--- config.mk ---
export PLATFORM = sky130hd
export DESIGN_NAME = tick_timer
export DESIGN_NICKNAME = d
export VERILOG_FILES = /design/src/rtl/tick_timer_pkg.sv /design/src/rtl/tick_refsync.sv /design/src/rtl/tick_counter.sv /design/src/rtl/tick_regs.sv /design/src/rtl/tick_timer.sv
export SDC_FILE = /design/constraint.sdc
export NUM_CORES = 1
export LEC_CHECK = 0
export BUFFER_PORTS_ARGS = -buffer_cell sky130_fd_sc_hd__buf_2
export CAP_MARGIN = 10
export CORE_ASPECT_RATIO = 1.25
export CORE_MARGIN = 2
export CORE_UTILIZATION = 57
export DETAILED_ROUTE_END_ITERATION = 10
export PLACE_DENSITY = 0.83
export SLEW_MARGIN = 20
export SYNTH_ARGS = -nofsm -noshare
export SYNTH_HDL_FRONTEND = slang
export SYNTH_SLANG_ARGS = --single-unit
--- constraint.sdc ---
create_clock -name clk -period 4.3 [get_ports clk]
set_clock_uncertainty 0.15 [all_clocks]
set_input_delay 0 -clock clk [delete_from_list [all_inputs] [get_ports clk]]
set_output_delay 0 -clock clk [all_outputs]
set_load 0.02 [all_outputs]
--- src/rtl/tick_timer_pkg.sv ---
package tick_timer_pkg;
  typedef enum logic [1:0] {
    SEL_CTRL    = 2'd0,
    SEL_RELOAD  = 2'd1,
    SEL_CURRENT = 2'd2,
    SEL_CALIB   = 2'd3
  } tick_sel_e;

  localparam int unsigned CTRL_RUN_BIT   = 0;
  localparam int unsigned CTRL_IRQEN_BIT = 1;
  localparam int unsigned CTRL_SRC_BIT   = 2;
  localparam int unsigned CTRL_FLAG_BIT  = 16;
  localparam int unsigned CAL_NOREF_BIT  = 31;
  localparam int unsigned CAL_SKEW_BIT   = 30;

  typedef struct packed {
    logic src_core;
    logic irq_en;
    logic run;
  } tick_ctrl_t;
endpackage

--- src/rtl/tick_refsync.sv ---
module tick_refsync #(
  parameter int unsigned STAGES = 2
) (
  input  logic clk,
  input  logic rst_n,
  input  logic ref_async,
  output logic ref_rise
);
  localparam int unsigned LAST = STAGES;

  logic [LAST:0] chain_q;

  always_ff @(posedge clk or negedge rst_n) begin
    if (!rst_n) chain_q <= '0;
    else        chain_q <= {chain_q[LAST-1:0], ref_async};
  end

  // chain_q[LAST-1] is the synchronized level; chain_q[LAST] is it delayed
  assign ref_rise = chain_q[LAST-1] & ~chain_q[LAST];
endmodule

--- src/rtl/tick_counter.sv ---
module tick_counter #(
  parameter int unsigned W = 24
) (
  input  logic         clk,
  input  logic         rst_n,
  input  logic         step,
  input  logic         clear,
  input  logic [W-1:0] reload,
  output logic [W-1:0] count,
  output logic         wrap
);
  localparam logic [W-1:0] ONE = W'(1);

  function automatic logic [W-1:0] next_value(input logic [W-1:0] cur,
                                              input logic [W-1:0] rl);
    return (cur == '0) ? rl : cur - ONE;
  endfunction

  assign wrap = step & ~clear & (count == ONE);

  always_ff @(posedge clk or negedge rst_n) begin
    if (!rst_n)     count <= '0;
    else if (clear) count <= '0;
    else if (step)  count <= next_value(count, reload);
  end
endmodule

--- src/rtl/tick_regs.sv ---
module tick_regs
  import tick_timer_pkg::*;
#(
  parameter int unsigned   W         = 24,
  parameter int unsigned   DW        = 32,
  parameter logic          CAL_NOREF = 1'b0,
  parameter logic          CAL_SKEW  = 1'b0,
  parameter logic [W-1:0]  CAL_TENMS = W'(500000)
) (
  input  logic          clk,
  input  logic          rst_n,
  input  logic [1:0]    sel,
  input  logic          wr,
  input  logic          rd,
  input  logic [DW-1:0] wdata,
  input  logic [W-1:0]  count,
  input  logic          wrap,
  output logic [DW-1:0] rdata,
  output tick_ctrl_t    ctrl,
  output logic [W-1:0]  reload,
  output logic          flag,
  output logic          irq,
  output logic          cur_wr
);
  tick_sel_e sel_e;
  logic      ctl_wr, rl_wr, ctl_rd;

  assign sel_e  = tick_sel_e'(sel);
  assign ctl_wr = wr & (sel_e == SEL_CTRL);
  assign rl_wr  = wr & (sel_e == SEL_RELOAD);
  assign cur_wr = wr & (sel_e == SEL_CURRENT);
  assign ctl_rd = rd & (sel_e == SEL_CTRL);

  always_ff @(posedge clk or negedge rst_n) begin
    if (!rst_n) begin
      ctrl   <= '0;
      reload <= '0;
    end else begin
      if (ctl_wr) ctrl <= '{src_core: wdata[CTRL_SRC_BIT],
                             irq_en:   wdata[CTRL_IRQEN_BIT],
                             run:      wdata[CTRL_RUN_BIT]};
      if (rl_wr)  reload <= wdata[W-1:0];
    end
  end

  // software clear wins; a wrap wins over a read-clear
  always_ff @(posedge clk or negedge rst_n) begin
    if (!rst_n)      flag <= 1'b0;
    else if (cur_wr) flag <= 1'b0;
    else if (wrap)   flag <= 1'b1;
    else if (ctl_rd) flag <= 1'b0;
  end

  always_ff @(posedge clk or negedge rst_n) begin
    if (!rst_n) irq <= 1'b0;
    else        irq <= wrap & ctrl.irq_en;
  end

  always_comb begin
    rdata = '0;
    case (sel_e)
      SEL_CTRL: begin
        rdata[CTRL_RUN_BIT]   = ctrl.run;
        rdata[CTRL_IRQEN_BIT] = ctrl.irq_en;
        rdata[CTRL_SRC_BIT]   = ctrl.src_core;
        rdata[CTRL_FLAG_BIT]  = flag;
      end
      SEL_RELOAD:  rdata[W-1:0] = reload;
      SEL_CURRENT: rdata[W-1:0] = count;
      default: begin
        rdata[CAL_NOREF_BIT] = CAL_NOREF;
        rdata[CAL_SKEW_BIT]  = CAL_SKEW;
        rdata[W-1:0]         = CAL_TENMS;
      end
    endcase
  end
endmodule

--- src/rtl/tick_timer.sv ---
module tick_timer
  import tick_timer_pkg::*;
#(
  parameter int unsigned          CNT_W     = 24,
  parameter int unsigned          DATA_W    = 32,
  parameter int unsigned          SYNC_N    = 2,
  parameter logic                 CAL_NOREF = 1'b0,
  parameter logic                 CAL_SKEW  = 1'b0,
  parameter logic [CNT_W-1:0]     CAL_TENMS = CNT_W'(500000)
) (
  input  logic              clk,
  input  logic              rst_n,
  input  logic [1:0]        reg_sel,
  input  logic              reg_wr,
  input  logic              reg_rd,
  input  logic [DATA_W-1:0] reg_wdata,
  output logic [DATA_W-1:0] reg_rdata,
  input  logic              ext_ref,
  input  logic              dbg_halt,
  output logic              tick_irq
);
  tick_ctrl_t       ctrl_q;
  logic [CNT_W-1:0] reload_q, count_q;
  logic             ref_rise, tick_evt, wrap_evt, cur_wr, flag_q;
  logic             unused_wdata;

  assign unused_wdata = ^reg_wdata[DATA_W-1:CNT_W];

  tick_refsync #(.STAGES(SYNC_N)) u_sync (
    .clk(clk), .rst_n(rst_n), .ref_async(ext_ref), .ref_rise(ref_rise)
  );

  assign tick_evt = ctrl_q.run & ~dbg_halt & (ctrl_q.src_core | ref_rise);

  tick_counter #(.W(CNT_W)) u_cnt (
    .clk(clk), .rst_n(rst_n), .step(tick_evt), .clear(cur_wr),
    .reload(reload_q), .count(count_q), .wrap(wrap_evt)
  );

  tick_regs #(
    .W(CNT_W), .DW(DATA_W), .CAL_NOREF(CAL_NOREF),
    .CAL_SKEW(CAL_SKEW), .CAL_TENMS(CAL_TENMS)
  ) u_regs (
    .clk(clk), .rst_n(rst_n), .sel(reg_sel), .wr(reg_wr), .rd(reg_rd),
    .wdata(reg_wdata), .count(count_q), .wrap(wrap_evt), .rdata(reg_rdata),
    .ctrl(ctrl_q), .reload(reload_q), .flag(flag_q), .irq(tick_irq),
    .cur_wr(cur_wr)
  );
endmodule

* After elaboration in Yosys (flattened, before gate mapping)
Index checks and enable logic that the tools add are counted.
Word-level totals: flip-flop bits (word level) 56, logic and storage cells 40
Operators by class: add/sub/neg operators 1, equal/unequal tests 3, mux-type cells 10, bitwise operators 14, reduce and logical (&&, ||, !) cells 4
Operators with widths (number):
- 2-to-1 mux 24 bit | 3
- case mux 13 bit (3 select lines) | 1
- equality test 24 x 1 -> 1 bit (second input constant) | 1
- logical NOT 24 bit | 1
- subtractor 24 x 1 -> 24 bit (second input constant) | 1
- case mux 7 bit (3 select lines) | 1
- AND 1 bit | 10
- case mux 3 bit (3 select lines) | 1
- 2-to-1 mux 1 bit | 3
- NOT 1 bit | 3
- case mux 1 bit (3 select lines) | 1
- nonzero test 3 bit | 1
- equality test 2 x 1 -> 1 bit (second input constant) | 1
- equality test 2 bit (second input constant) | 1
- logical NOT 2 bit | 1
- nonzero test 2 bit | 1
- bitwise OR 1 bit | 1

* Depth between registers and ports, before layout
Gate-level depths: netlist of run 1.
depth in word-level cells 8, depth in mapped cells 9, depth with buffers taken out 7

* Hierarchy
From an unflattened synthesis of run 1, not the netlist that was laid out.
Unflattened totals: cells, all modules 331, area, all modules 3305.7 um^2
By module, submodules not included:
- tick_counter | instances 1, cells each 201, area an instance 1711.6 um^2, seq. area each 600.6 um^2
- tick_regs | instances 1, cells each 124, area an instance 1488.9 um^2, seq. area each 725.7 um^2
- tick_refsync | instances 1, cells each 4, area an instance 88.8 um^2, seq. area each 75.1 um^2
- tick_timer | instances 1, cells each 2, area an instance 16.3 um^2, seq. area each 0.0 um^2

* Worst setup path after synthesis of run 1
Ideal clock, no wire load.
kind reg2reg, start reg u_cnt.count[0], end reg u_cnt.count[18], setup time 0.123 ns, arrival 1.742 ns, required time 4.027 ns, path slack 2.285 ns, cell stages (with the launch flop) 8, clock period less this slack 2.015 ns, path through dfrtp_1 inv_1 ha_1 nor4b_2 nand3_1 o31a_1 o21ai_0 nand2_1
On the way: word-level cells in the longest chain between the ends 4, elaborated cells on any way between the ends 5, those cells by class 1 x add/sub; 3 x mux; 1 x reduce/logical
RTL lines:
- start: declaration | line tick_counter.sv:9 | output logic [W-1:0] count,
- start signal: assignment | line tick_counter.sv:24 | else if (step) count <= next_value(count, reload);
- subtractor 24 x 1 -> 24 bit or logical NOT 24 bit (tied branches) | line tick_counter.sv:16 | return (cur == '0) ? rl : cur - ONE;
- 2-to-1 mux 24 bit (*) | line tick_counter.sv:16
- 2-to-1 mux 24 bit (*) | line tick_counter.sv:24
- 2-to-1 mux 24 bit (*) | line tick_counter.sv:23 | else if (clear) count <= '0;
Mark *: on every way between the ends. The rest lies on a longest branch, timed or not. The select of a mux whose other input is x is not followed. A chain may end at the register's enable or synchronous reset.

* Final worst setup path of run 1
start reg u_cnt.count[0], end reg u_cnt.count[1]
Same word-level chain as after synthesis.

==> metrics.yaml, run 1 <==
run_status:
  status: "completed"
timing:
  slew_viol_final: 0
  relSlewSlack_pct: 28.6
  hold_viol: 0
  period_minus_slack_ns: 2.58
  tightest_slew_ns: 1.07
  rsz0062_at_grt: "no"
  tns_ns: 0
  hold_ws_ns: 0.0282
  maxClockFrequency_mhz: 387
  setup_viol: 0
  min_period_over_period_pct: 60.0
place:
  place.gp.congestion: 0.929
  io_buffers: 56
  detailed_place_hpwl_microns: 5590
  placedInstanceArea_sq_mm: 0.00357
clock_tree:
  cts.sinks: 56
  h-tree-depth: 2
  clkLatencyLatePin_ns: 0.31
  clk_pin_slew_worst_paths_ns: 0.09
  cts_buffers: 5
  cts_tree: "done"
  root_buffer: "clkbuf_8"
  cts_resized: 0
  clockBufferDepth: 2
layout:
  area_delta_synth_final_pct: 18.5
  drive_gt1_share_pct: 26.2
  n_antenna_cell: 0
  final_core_util_pct: 68.9
  final_design_area_no_fill_sq_mm: 0.00393
  n_fill_cell: 450
  final_nets: 447
critical_path:
  r2r_cells: 7
  critPathMaxFanout: 15
  worstPathArrival_ns: 2.65
  crit_type: "flop to flop"
  setup.worst_path.start_class: "flop"
  r2r_slack_ns: 1.72
  end_kind: "flop"
  required_ns: 4.37
  regToRegStartpoint: "u_cnt.count[0]"
  r2r_end: "u_cnt.count[1]"
power:
  p_leak_nw: 1.87
  ir_drop_uv: 363
  power.density_mw_per_mm2: 570
synthesis:
  syn_avg_cell_area_sq_um: 10.1
  synth_most_common_cell: "dfrtp_1"
  ys_seq_elements: 56
  syn_area_sq_mm: 0.00331
  synthFlopType: "dfrtp_1"
  async_flop_share_pct: 100
  yosysSeqAreaShare_pct: 42.3
  synth-edff-count: 0
  synth_warnings: 0
  synthTopCellsByCount: "dfrtp_1 (56), nor2_1 (29), mux2_2 (26)"
  yosys-top-cells-area: "dfrtp_1 (42%), mux2_2 (8.8%), mux2i_1 (5.4%)"
  synth.top_cell.area_share_pct: 42.3
  synth.distinct_cells: 57
  synth_largest_area_cell: "dfrtp_1"
  syn_inst: 329
detailed_routing:
  drtAntennaViolNets: 0
  wire_per_inst_microns: 18.2
  drt_pass1_iterations: 6
  viasPerCell: 6.18
  num_vias: 2906
  routed_wl_microns: 8540
  drt_iter0_markers: 234
  drc_errors: 0
global_route:
  grt_max_degree: 57
  grt-ovfl-total: 0
  grt_pass1_vias: 2838
  grt_pass1_wl_microns: 13600
  antenna_found_initial: 0
  grt_usage_pct: 27.4
floorplanning:
  io_pins: 73
  dieHeight_microns: 89.3
  core_sq_mm: 0.00570
  num_rows: 31
  dieArea_sq_mm: 0.00644
  die_x_microns: 72.2
  start_util_pct: 58.1
min_path:
  holdPathStages: 4
  min_path_type: "input pin to flop"
  hold_path_end: "u_cnt.count[14]"
  min-delay-start: "dbg_halt"
flow_run:
  drv_cap: 0
-- area by class of cell --
type | count | area [sq um] | area share [%]
inverters | 11 | 41.3 | 1.05
multi-input cells | 243 | 1740 | 44.4
clock inverters | 1 | 5.00 | 0.127
clock buffers | 6 | 72.6 | 1.85
well taps | 66 | 82.6 | 2.10
flip-flops and latches | 56 | 1400 | 35.7
repair buffers | 87 | 583 | 14.8
-- timing repair --
| item | 4_1_cts | 5_1_grt |
|---|---|---|
| hold endpoints to repair | 85 | 0 |
| hold buffers | 28 | 0 |
| setup buffers | 0 | 0 |
-- worst max-delay path, stage by stage (launching register included) --
cell and delay, ns:
dfrtp_1 0.45, inv_1 0.15, ha_1 0.24, nor4b_1 0.24, and4b_1 0.52, nand2_4 0.26, and2_1 0.25, o32ai_2 0.23
-- layout by cell type (no fill, tap or decap), types with 7 or more instances in the layout --
master,n
a22o_1,14
dfrtp_1,56
nor3_1,7
o21ai_0,12
buf_2,56
o22ai_1,12
a21oi_1,16
mux2_2,26
nand2_1,20
conb_1,8
nor2_1,28
mux2i_1,18
inv_1,11
dlygate4sd3_1,28
-- kinds of logic (layout without fill, tap and decap cells) --
kind of cell               after synthesis  count (layout)  synth area share (%)
DFF                                     56              56                  42.3
and+or+nand+nor                        100             100                  17.5
xor gates and xnor gates                 2               2                 0.529
muxes                                   44              44                  14.3
adders and majority gates                3               3                  1.13
buffers and inverters                   37             105                  6.08
AOI/OAI and AO/OA                       86              86                  18.1
other                                    1               8                 0.113
-- per-stage QoR --
step / worst slack [ns] / std cells / power (mW)
floorplan: 2.29 / 336 / 1.66
global placement: 1.82 / 435 / 1.88
detailed placement: 1.80 / 435 / 1.92
CTS: 1.75 / 470 / 2.21
global route: 1.55 / 470 / 2.39
finish: 1.72 / 470 / 2.24
-- state kept, by name, summed over array words and instances, names as in the netlist --
name and count:
u_regs.irq 1, u_cnt.count 24, u_regs.flag 1, u_sync.chain_q 3
u_regs.reload 24, u_regs.ctrl 3
-- worst max path at each step --
| stage | slack (ns) | cells after the start | endpoint | from |
|---|---|---|---|---|
| 2_1_floorplan | 2.29 | 7 | u_cnt.count[18] | u_cnt.count[0] |
| 3_3_place_gp | 1.82 | 7 | u_cnt.count[1] | u_cnt.count[0] |
| 3_5_place_dp | 1.80 | 7 | u_cnt.count[1] | u_cnt.count[0] |
| 4_1_cts | 1.75 | 7 | u_cnt.count[1] | u_cnt.count[0] |
| 5_1_grt | 1.55 | 7 | u_cnt.count[18] | u_cnt.count[0] |
| 6_report | 1.72 | 7 | u_cnt.count[1] | u_cnt.count[0] |
-- power by group --
part,internal [mW],leakage (nW),switching (mW)
clock,0.112,0.0410,0.169
sequential,0.655,0.704,0.191
combinational,0.452,1.13,0.662
total,1.22,1.87,1.02
-- layer usage --
| layer | wire [microns] | up-vias | global-route usage (%) |
|---|---|---|---|
| li1 | - | 1349 | - |
| met1 | 3570 | 1413 | 35.8 |
| met2 | 4340 | 125 | 45.6 |
| met3 | 414 | 19 | 3.72 |
| met4 | 217 | 0 | 11.8 |
| met5 | 0 | - | 0 |
Power figures use the tool's default switching activity.
==> inputs of run 2 (changes only) <==
--- a/config.mk
+++ b/config.mk
@@ -9,9 +9,9 @@
 export CAP_MARGIN = 10
 export CORE_ASPECT_RATIO = 1.25
 export CORE_MARGIN = 2
-export CORE_UTILIZATION = 57
+export CORE_UTILIZATION = 49
 export DETAILED_ROUTE_END_ITERATION = 10
-export PLACE_DENSITY = 0.83
+export PLACE_DENSITY = 0.76
 export SLEW_MARGIN = 20
 export SYNTH_ARGS = -nofsm -noshare
 export SYNTH_HDL_FRONTEND = slang
==> constraint.sdc (replaced) <==
create_clock -name clk -period 2.3 [get_ports clk]
set_clock_uncertainty 0.15 [all_clocks]
set_input_delay 0 -clock clk [delete_from_list [all_inputs] [get_ports clk]]
set_output_delay 0 -clock clk [all_outputs]
set_load 0.02 [all_outputs]
==> run 2 against run 1 <==
Compared with the run above: combinational power grew 130%; via count grew 3.1%; flip-flop and latch count is the same; global-route usage shrank 2.0 points; sequential share of layout area shrank 2.6 points; maximum frequency grew 18%; critical endpoint is now u_cnt.count[12]; die area grew 15%; clock power grew 98%; worst setup slack lost 1.6 ns; highest routed layer unchanged; critical path depth grew 1.
==> metrics.yaml, run 2 (synthesis results as in run 1) <==
run_status:
  status: "completed"  # unchanged
power:
  power.density_mw_per_mm2: 1100  # was 570 mW/mm^2
  p_leak_nw: 2.03  # was 1.87 nW
  ir_drop_uv: 614  # was 363 uV
clock_tree:
  clk_pin_slew_worst_paths_ns: 0.10  # was 0.09 ns
  h-tree-depth: 2  # unchanged
  clkLatencyLatePin_ns: 0.30  # was 0.31 ns
  cts_buffers: 5  # unchanged
  cts.sinks: 56  # unchanged
  cts_tree: "done"  # unchanged
  root_buffer: "clkbuf_8"  # unchanged
  clockBufferDepth: 2  # unchanged
detailed_routing:
  wire_per_inst_microns: 17.6  # was 18.2 microns
  drtAntennaViolNets: 0  # unchanged
  routed_wl_microns: 9170  # was 8540 microns
  num_vias: 2996  # was 2906
  drt_pass1_iterations: 5  # was 6
  viasPerCell: 5.74  # was 6.18
  drc_errors: 0  # unchanged
  drt_iter0_markers: 190  # was 234
critical_path:
  setup.worst_path.start_class: "flop"  # unchanged
  critPathMaxFanout: 9  # was 15
  crit_type: "flop to flop"  # unchanged
  required_ns: 2.30  # was 4.37 ns
  end_kind: "flop"  # unchanged
  worstPathArrival_ns: 2.19  # was 2.65 ns
timing:
  relSlewSlack_pct: 51.3  # was 28.6%
  tightest_slew_ns: 0.729  # was 1.07 ns
  maxClockFrequency_mhz: 458  # was 387 MHz
  slew_viol_final: 0  # unchanged
  period_minus_slack_ns: 2.19  # was 2.58 ns
  min_period_over_period_pct: 95.0  # was 60.0%
  setup_viol: 0  # unchanged
  hold_viol: 0  # unchanged
  setup_ws_ns: 0.115  # was 1.72 ns
  rsz0062_at_grt: "no"  # unchanged
  tns_ns: 0  # unchanged
  hold_ws_ns: 0.0412  # was 0.0282 ns
layout:
  area_delta_synth_final_pct: 27.7  # was 18.5%
  drive_gt1_share_pct: 31.3  # was 26.2%
  reg_top3: "u_cnt.count: 24 flops, u_regs.reload: 24 flops"  # unchanged
  final_nets: 477  # was 447
  n_fill_cell: 533  # was 450
  layout_common_cells: "buf_2 (56), dfrtp_1 (56), buf_4 (30), dlygate4sd3_1 (29), nor2_1 (28)"  # was buf_2 (56), dfrtp_1 (56), nor2_1 (28), dlygate4sd3_1 (28), mux2_2 (26)
  n_antenna_cell: 0  # unchanged
floorplanning:
  start_util_pct: 50.5  # was 58.1%
  dieArea_sq_mm: 0.00744  # was 0.00644 sq mm
  die_x_microns: 77.6  # was 72.2 microns
  dieHeight_microns: 96.0  # was 89.3 microns
  core_sq_mm: 0.00657  # was 0.00570 sq mm
  num_rows: 33  # was 31
  io_pins: 73  # unchanged
place:
  detailed_place_hpwl_microns: 6420  # was 5590 microns
  io_buffers: 56  # unchanged
  place.gp.congestion: 0.985  # was 0.929
  pre_cts_slack_ns: -0.0271  # was 1.80 ns
global_route:
  grt_pass1_vias: 3001  # was 2838
  antenna_found_initial: 0  # unchanged
  grt_max_degree: 57  # unchanged
  grt-ovfl-total: 0  # unchanged
  grt_pass1_wl_microns: 14800  # was 13600 microns
  grt_usage_pct: 25.3  # was 27.4%
min_path:
  min_path_type: "input pin to flop"  # unchanged
flow_run:
  drv_cap: 0  # unchanged
[run 2: final timing paths]
check,slack (ns),endpoint,start,depth (start not counted)
setup / recovery,0.11,u_cnt.count[12],u_cnt.count[1],8
hold / removal,0.04,u_cnt.count[16],reg_sel[0],3
setup reg to reg,0.11,u_cnt.count[12],u_cnt.count[1],8
hold reg to reg,0.23,u_sync.chain_q[1],u_sync.chain_q[0],0
max in group asynchronous,1.68,u_cnt.count[18],rst_n,3
min in group asynchronous,0.07,u_sync.chain_q[0],rst_n,3
[run 2: metrics by stage]
stage	instance area [sq um]	power, mW	utilization [%]	instances
6_report	4230	4.67	64.5	522
5_1_grt	4230	4.95	64.5	522
4_1_cts	4210	4.58	64.1	521
3_5_place_dp	3830	3.97	58.3	484
3_3_place_gp	3830	3.91	58.3	484
2_1_floorplan	3340	3.11	-	336
[run 2: area by class of cell]
type                            instances  area (sq um)  area share (%)
Inverter                               11          41.3           0.975
Timing Repair Buffer                  117           836            19.7
Sequential cell                        56          1400            33.1
Multi-Input combinational cell        243          1760            41.5
Clock buffer                            8          90.1            2.13
Tap cell                               87           109            2.57
[run 2: what timing repair did]
action / in CTS / in global routing
buffers inserted: 0 / 1
endpoints found under the hold margin: 86 / 0
hold buffers: 29 / 0
endpoints found under the setup margin: 2 / 16
gates resized for setup: 1 / 4
[run 2: worst max-delay path, stage by stage (launching register included)]
cell and delay (ns):
dfrtp_1 0.44, inv_2 0.11, ha_1 0.19, nor4b_1 0.23, and4b_2 0.37, nand2_4 0.12, buf_12 0.18, mux2i_1 0.14
o22ai_1 0.09
[run 2: report_power, final]
group	switching (mW)	internal, mW	leakage (nW)
registers	0.345	1.23	0.704
logic	1.36	1.18	1.28
clock network	0.310	0.247	0.0455
total	2.01	2.65	2.03
[run 2: layer usage]
metal	up-vias	global-route usage, %	wire length [microns]
li1	1419	-	-
met1	1446	31.2	3840
met2	113	46.2	4660
met3	18	2.53	488
met4	0	9.38	185
met5	-	0	0
